==> config.mk <==
export PLATFORM = sky130hd
export DESIGN_NAME = kbd_disp_port
export DESIGN_NICKNAME = d
export VERILOG_FILES = /design/src/rtl/kdp_pkg.sv /design/src/rtl/kdp_key_norm.sv /design/src/rtl/kdp_key_hold.sv /design/src/rtl/kdp_disp_seq.sv /design/src/rtl/kbd_disp_port.sv
export SDC_FILE = /design/constraint.sdc
export NUM_CORES = 1
export LEC_CHECK = 0
export ABC_AREA = 1
export BUFFER_PORTS_ARGS = -buffer_cell sky130_fd_sc_hd__clkbuf_2
export CAP_MARGIN = 20
export CORE_MARGIN = 2
export CORE_UTILIZATION = 46
export CTS_CLUSTER_DIAMETER = 150
export DETAILED_ROUTE_END_ITERATION = 6
export MAX_ROUTING_LAYER = met4
export PLACE_DENSITY = 0.86
export SKIP_LAST_GASP = 1
export SLEW_MARGIN = 0
export SYNTH_ARGS = -nofsm -noshare
export SYNTH_HDL_FRONTEND = slang
export SYNTH_SLANG_ARGS = --single-unit
==> constraint.sdc <==
create_clock -name clk -period 1.6 [get_ports clk]
set_input_delay 0.32 -clock clk [delete_from_list [all_inputs] [get_ports clk]]
set_output_delay 0.32 -clock clk [all_outputs]
set_load 0.02 [all_outputs]
==> src/rtl/kdp_pkg.sv <==
package kdp_pkg;
   localparam logic [7:0] CH_BS    = 8'h08;
   localparam logic [7:0] CH_LF    = 8'h0A;
   localparam logic [7:0] CH_CR    = 8'h0D;
   localparam logic [7:0] CH_SPACE = 8'h20;
   localparam logic [7:0] CH_AT    = 8'h40;
   localparam logic [7:0] CH_UNDER = 8'h5F;
   localparam logic [7:0] CH_DEL   = 8'h7F;
   localparam logic [7:0] CH_RESET = 8'h12;
   localparam logic [7:0] CH_BREAK = 8'h02;
   localparam logic [7:0] CH_LOW_A = 8'h61;
   localparam logic [7:0] CH_LOW_Z = 8'h7A;
   localparam logic [7:0] FLAG_MSB = 8'h80;
endpackage

==> src/rtl/kdp_key_norm.sv <==
module kdp_key_norm
   import kdp_pkg::*;
#(
   parameter bit FOLD_CASE = 1'b1
) (
   input  logic [7:0] raw,
   output logic [7:0] key,
   output logic       is_reset,
   output logic       is_break
);
   logic [7:0] folded;

   generate
      if (FOLD_CASE) begin : g_fold
         always_comb begin
            if (raw >= CH_LOW_A && raw <= CH_LOW_Z) folded = raw & 8'hDF;
            else                                   folded = raw;
         end
      end else begin : g_nofold
         always_comb folded = raw;
      end
   endgenerate

   always_comb begin
      is_reset = (raw == CH_RESET);
      is_break = (raw == CH_BREAK);
      if (raw == CH_LF)                         key = CH_CR;
      else if (raw == CH_DEL || raw == CH_BS)   key = CH_UNDER;
      else                                      key = folded;
   end
endmodule

==> src/rtl/kdp_key_hold.sv <==
module kdp_key_hold (
   input  logic       clk,
   input  logic       rst,
   input  logic       in_valid,
   input  logic [7:0] in_key,
   input  logic       in_reset,
   input  logic       in_break,
   input  logic       rd_clear,
   output logic       pend,
   output logic [7:0] key,
   output logic       reset_req,
   output logic       break_req
);
   logic accept;
   assign accept = in_valid & ~pend;

   always_ff @(posedge clk) begin
      if (rst) begin
         pend      <= 1'b0;
         key       <= '0;
         reset_req <= 1'b0;
         break_req <= 1'b0;
      end else begin
         reset_req <= accept & in_reset;
         break_req <= accept & in_break;
         if (accept && !in_reset && !in_break) begin
            pend <= 1'b1;
            key  <= in_key;
         end else if (rd_clear) begin
            pend <= 1'b0;
         end
      end
   end
endmodule

==> src/rtl/kdp_disp_seq.sv <==
module kdp_disp_seq
   import kdp_pkg::*;
(
   input  logic       clk,
   input  logic       rst,
   input  logic       wr_en,
   input  logic [7:0] wdata,
   input  logic       ready,
   output logic [7:0] out_byte,
   output logic       out_valid
);
   logic [7:0] low7;
   logic [7:0] mapped;
   logic [1:0] remain;

   always_comb begin
      low7 = wdata & 8'h7F;
      if (low7 == CH_DEL)     mapped = CH_AT;
      else if (low7 == CH_CR) mapped = CH_LF;
      else                    mapped = low7;
   end

   always_ff @(posedge clk) begin
      if (rst) begin
         out_byte  <= '0;
         out_valid <= 1'b0;
         remain    <= '0;
      end else if (out_valid) begin
         if (ready) begin
            if (remain == 2'd0) begin
               out_valid <= 1'b0;
            end else begin
               out_byte <= (remain == 2'd2) ? CH_SPACE : CH_BS;
               remain   <= remain - 2'd1;
            end
         end
      end else if (wr_en) begin
         out_valid <= 1'b1;
         if (mapped == CH_UNDER) begin
            out_byte <= CH_BS;
            remain   <= 2'd2;
         end else begin
            out_byte <= mapped;
            remain   <= 2'd0;
         end
      end
   end
endmodule

==> src/rtl/kbd_disp_port.sv <==
module kbd_disp_port
   import kdp_pkg::*;
#(
   parameter int              ADDR_W        = 16,
   parameter logic [ADDR_W-1:0] KEY_DATA_ADDR = 16'hD010,
   parameter logic [ADDR_W-1:0] KEY_STAT_ADDR = 16'hD011,
   parameter logic [ADDR_W-1:0] DSP_ADDR      = 16'hD012,
   parameter bit              FOLD_CASE     = 1'b1
) (
   input  logic              clk,
   input  logic              rst,
   input  logic [ADDR_W-1:0] bus_addr,
   input  logic              bus_rd,
   input  logic              bus_wr,
   input  logic [7:0]        bus_wdata,
   output logic [7:0]        bus_rdata,
   output logic              bus_wait,
   input  logic              kb_valid,
   input  logic [7:0]        kb_byte,
   output logic              reset_req,
   output logic              break_req,
   output logic              dsp_valid,
   output logic [7:0]        dsp_byte,
   input  logic              dsp_ready
);
   generate
      if (ADDR_W < 2) begin : g_bad_width
         $error("kbd_disp_port: ADDR_W too small");
      end
      if (KEY_DATA_ADDR == KEY_STAT_ADDR || KEY_DATA_ADDR == DSP_ADDR ||
          KEY_STAT_ADDR == DSP_ADDR) begin : g_bad_map
         $error("kbd_disp_port: register addresses must differ");
      end
   endgenerate

   logic [7:0] norm_key;
   logic       norm_reset, norm_break;
   logic       pend_q;
   logic [7:0] key_q;
   logic       hit_data, hit_stat, hit_dsp;
   logic       rd_clear, wr_en;

   assign hit_data = (bus_addr == KEY_DATA_ADDR);
   assign hit_stat = (bus_addr == KEY_STAT_ADDR);
   assign hit_dsp  = (bus_addr == DSP_ADDR);
   assign rd_clear = bus_rd & hit_data & pend_q;
   assign wr_en    = bus_wr & hit_dsp & ~dsp_valid;
   assign bus_wait = dsp_valid;

   kdp_key_norm #(.FOLD_CASE(FOLD_CASE)) u_norm (
      .raw(kb_byte), .key(norm_key), .is_reset(norm_reset), .is_break(norm_break)
   );

   kdp_key_hold u_hold (
      .clk(clk), .rst(rst), .in_valid(kb_valid), .in_key(norm_key),
      .in_reset(norm_reset), .in_break(norm_break), .rd_clear(rd_clear),
      .pend(pend_q), .key(key_q), .reset_req(reset_req), .break_req(break_req)
   );

   kdp_disp_seq u_disp (
      .clk(clk), .rst(rst), .wr_en(wr_en), .wdata(bus_wdata), .ready(dsp_ready),
      .out_byte(dsp_byte), .out_valid(dsp_valid)
   );

   always_comb begin
      bus_rdata = '0;
      if (bus_rd) begin
         if (hit_stat)                 bus_rdata = pend_q ? FLAG_MSB : 8'h00;
         else if (hit_data && pend_q)  bus_rdata = key_q | FLAG_MSB;
      end
   end
endmodule

### Yosys cells after proc, flatten, opt, wreduce, memory -nomap -nowiden

Cells that the tools add are included.

* flip-flop bits (word level): 21
* bits of input ports: 38
* output and inout port bits: 20
* logic and storage cells: 70

* add/sub/neg operators: 1
* $lt $le $gt $ge: 2
* equal/unequal tests: 14
* mux-type cells: 26
* bitwise logic cells: 9
* reductions and logical operators: 11

Operators with widths (count)
* $mux W8: 9
* $eq A16 B16 Y1 const B: 3
* $mux W7: 4
* $eq A8 B4 Y1 const B: 2
* $eq A8 B7 Y1 const B: 2
* $mux W6: 2
* $mux W2: 5
* $eq A8 B2 Y1 const B: 1
* $eq A8 B5 Y1 const B: 1
* $ge A8 B7 Y1 const B: 1
* $le A8 B7 Y1 const B: 1
* $and A1 B1 Y1: 7
* $eq A7 B4 Y1 const B: 1
* $eq A7 B7 Y1 const B: 1
* $mux W1: 6
* $logic_and A1 B1 Y1: 4
* $ne A2 B2 Y1 const B: 2
* $reduce_bool A2 Y1: 2
* $reduce_and A3 Y1: 1
* $eq A2 B2 Y1 const B: 1
* $logic_not A1 Y1: 2
* $logic_not A2 Y1: 1
* $not A1 Y1: 2
* $sub A2 B1 Y2 const B: 1
* $logic_or A1 B1 Y1: 1

### Logic depth before layout (Yosys ltp)

* depth after elaboration: 7
* depth in mapped cells: 10
* mapped depth without buffers: 10

### Cells and area by module

A second synthesis with hierarchy kept.

* cells, all modules: 270
* area, all modules: 1655.3 sq um

By module, submodules not included
* kdp_disp_seq: times used 1, cells an instance 91, area each 604.3 sq um
* kdp_key_hold: times used 1, cells an instance 66, area each 478.0 sq um
* kbd_disp_port: times used 1, cells an instance 62, area each 334.1 sq um
* kdp_key_norm: times used 1, cells an instance 51, area each 239.0 sq um

### Least setup slack after synthesis

Ideal clock, no wire load.

* path type: input port to output port
* start point: input port bus_addr[3]
* end point: output port bus_rdata[0]
* arrival time: 1.267 ns
* required time: 1.280 ns
* path slack: 0.013 ns
* cell stages on the path: 5
* path through: nor2_1 > nand2_1 > nor3_1 > nand3_1 > nor2_1

* word-level cells in the longest chain between the ends: 5
* elaborated cells on any way between the ends: 6
* classes of those cells: eq/ne: 2; mux: 3; reduce/logical: 1

RTL lines
* start: declaration: RTL line kbd_disp_port.sv:12 `input logic [ADDR_W-1:0] bus_addr,`
* $eq A16 B16 Y1: RTL line kbd_disp_port.sv:43 `assign hit_data = (bus_addr == KEY_DATA_ADDR);`
* $logic_and A1 B1 Y1: RTL line kbd_disp_port.sv:69 `else if (hit_data && pend_q) bus_rdata = key_q | FLAG_MSB;`
* $mux W8: RTL line kbd_disp_port.sv:69
* $mux W8 *: RTL line kbd_disp_port.sv:68 `if (hit_stat) bus_rdata = pend_q ? FLAG_MSB : 8'h00;`
* $mux W8 *: RTL line kbd_disp_port.sv:67 `if (bus_rd) begin`
* end: declaration: RTL line kbd_disp_port.sv:16 `output logic [7:0] bus_rdata,`

Mark *: on every way between the ends. The rest lies on a longest branch, timed or not.

### Worst setup path in the final report

* start point: input port bus_addr[13]
* end point: output port bus_rdata[2]

Same word-level chain as after synthesis.

==> results.json <==
{
  "critPathArrivalTime_ns": 1.36,
  "hp-class": "input pin to flop",
  "grt.total_usage_pct": 19.94,
  "synth_fp_nets": 249,
  "drc": 0,
  "clk_pin_slew_worst_paths_ns": 0.12,
  "holdWs_ns": 0.2821,
  "routabilityCongestion": 0.8793,
  "synth_seq_area_share_pct": 31.25,
  "core.rowCount": 19,
  "layout-drive-gt1-share_pct": 33.33,
  "hold_buffers": 0,
  "die_x_um": 56.78,
  "maxCapViolCount": 0,
  "die_height_um": 56.78,
  "final_antenna_net_count": 0,
  "period_share_pct": 105.2,
  "fin_nets": 314,
  "cts_root_buf": "clkbuf_4",
  "synth_area_leader_cell": "dfxtp_1",
  "grt_pass1_vias": 1281,
  "start_util_pct": 47.28,
  "syn_inst": 209,
  "wire_per_inst_um": 9.941,
  "overflow": 0,
  "wl_um": 3022,
  "critPathRequiredTime_ns": 1.28,
  "grt_max_degree": 16,
  "fmax_ghz": 0.5939,
  "dp_slack_ns": -0.1729,
  "start_kind": "input pin",
  "slew_viol_final": 0,
  "hold_viol_final": 0,
  "area_growth_pct": 37.11,
  "grt_pass1_wl_um": 5133,
  "period_minus_slack_ns": 1.684,
  "cts_tree": "built",
  "layout.cells.most_common_list": "54 x nand2_1, 46 x clkbuf_2, 33 x nor2_1",
  "core_area_mm2": 0.002710,
  "setup_viol": 7,
  "status": "finished, violations left",
  "syn_area_mm2": 0.001281,
  "dr.pass1.iters": 4,
  "leakage_nw": 0.9191,
  "end_kind": "primary output",
  "cts_max_path_buffers": 2,
  "mostFrequentLayoutCell": "nand2_1",
  "clk_latency_ns": 0.30,
  "fillerInstances": 248,
  "vdd_drop_max_v": 0.0006617,
  "crit_type": "input pin to primary output",
  "synth_seq_cells": 20,
  "ys_warn_count": 0,
  "fin_worst_skew_ns": 0.004942,
  "grt_antenna_before_repair": 0,
  "ios": 58,
  "vias": 1472,
  "powerDensity_mw_per_mm2": 636.9,
  "htreeDepth": 1,
  "cts_sinks": 20,
  "setup_ws_ns": -0.08376,
  "critPathMaxFanout": 7,
  "violations": "negative setup slack",
  "portBuffers": 55,
  "post_synth.cell_area_avg_um2": 6.130,
  "dieArea_mm2": 0.003223,
  "antenna-diode-count": 0,
  "vias_per_cell": 4.842,
  "cts_buffers": 3,
  "synth.top_cell.area_share_pct": 31.25,
  "synth_area_leaders": "dfxtp_1 31%, nand2_1 16%, nor2_1 10%, inv_1 7.3%, a21oi_1 5.5%",
  "yosysUniqueCellTypes": 26,
  "hpwlAfterDp_um": 2296,
  "rsz0062_at_grt": "true",
  "dr.first_iter.drc_count": 68
}
==> what timing repair did <==
action                                  in CTS  in global routing
gates cloned                                 0                  0
resized for setup                            5                 22
endpoints found under the setup margin       7                  8
buffers inserted                             0                  2
pin swaps                                    5                  8
==> critical path, stage by stage <==
cell      delay (ns)
buf_6           0.09
inv_2           0.03
nand4_1         0.09
nor2_2          0.15
nand2_2         0.08
inv_2           0.06
buf_4           0.11
nand3_4         0.09
nor2_1          0.15
clkbuf_2        0.19
==> where the power goes <==
group          switching [W]  total [W]  internal, W
Combinational       0.000100   0.000180    0.0000802
Clock               0.000162   0.000415     0.000253
Sequential        0.00000976   0.000523     0.000513
==> sequential cells by signal, summed over array words and instances, names as in the netlist <==
| register | flops |
|---|---|
| u_hold.pend | 1 |
| u_hold.key | 7 |
| u_disp.out_byte | 7 |
| u_hold.reset_req | 1 |
| u_hold.break_req | 1 |
| u_disp.out_valid | 1 |
| u_disp.remain | 2 |
==> cell usage after synthesis (all sizes together) <==
master	number
nand2	58
nor2	39
inv	26
dfxtp	20
a21oi	16
nand3	15
o21ai	14
nor3	5
buf	4
nand4	4
or2	3
ha	2
a31oi	1
clkbuf	1
conb	1
==> routing by layer <==
metal	track usage (%)	part of all wire [%]
met2	33.06	47
met1	25.99	44
met3	2.074	7.4
met5	-	0
met4	5.316	0.63
==> logic make-up after synthesis <==
kind of cell / Yosys count / synth area share, %
AOI/OAI and AO/OA: 31 / 12.79
adders and majority gates: 2 / 1.953
buffers and inverters: 31 / 10.64
DFF: 20 / 31.25
other: 1 / 0.2927
and+or+nand+nor: 124 / 43.07
==> final timing paths <==
kind	slack, ns	startpoint	cells past startpoint	end
hold reg to reg	0.45	u_disp.remain[0]	1	u_disp.remain[0]
setup / recovery	-0.08	bus_addr[13]	10	bus_rdata[2]
hold / removal	0.28	kb_byte[3]	3	u_hold.key[3]
setup reg to reg	0.24	u_disp.remain[0]	8	u_disp.out_byte[5]
==> cell type report <==
| class | instances | area, µm² | share of cell area [%] |
|---|---|---|---|
| Multi-Input combinational cell | 158 | 785.8 | 44.73 |
| Sequential cell | 20 | 400.4 | 22.79 |
| Timing Repair Buffer | 65 | 381.6 | 21.72 |
| Inverter | 26 | 97.59 | 5.556 |
| Tap cell | 31 | 38.79 | 2.208 |
| Clock inverter | 1 | 30.03 | 1.709 |
| Clock buffer | 3 | 22.52 | 1.282 |
==> per-stage QoR <==
step	cell area, µm²	total power (W)	setup TNS, ns	util (%)	instances
after floorplan	1281	0.0006240	0	-	209
after global placement	1617	0.0006977	-1.087	59.65	298
after detailed placement	1617	0.0007023	-1.047	59.65	298
after CTS	1682	0.001111	-0.9130	62.05	302
after global routing	1757	0.001175	-1.042	64.82	304
final	1757	0.001119	-0.2814	64.82	304
Note: power is estimated with default switching activity, not from simulation.
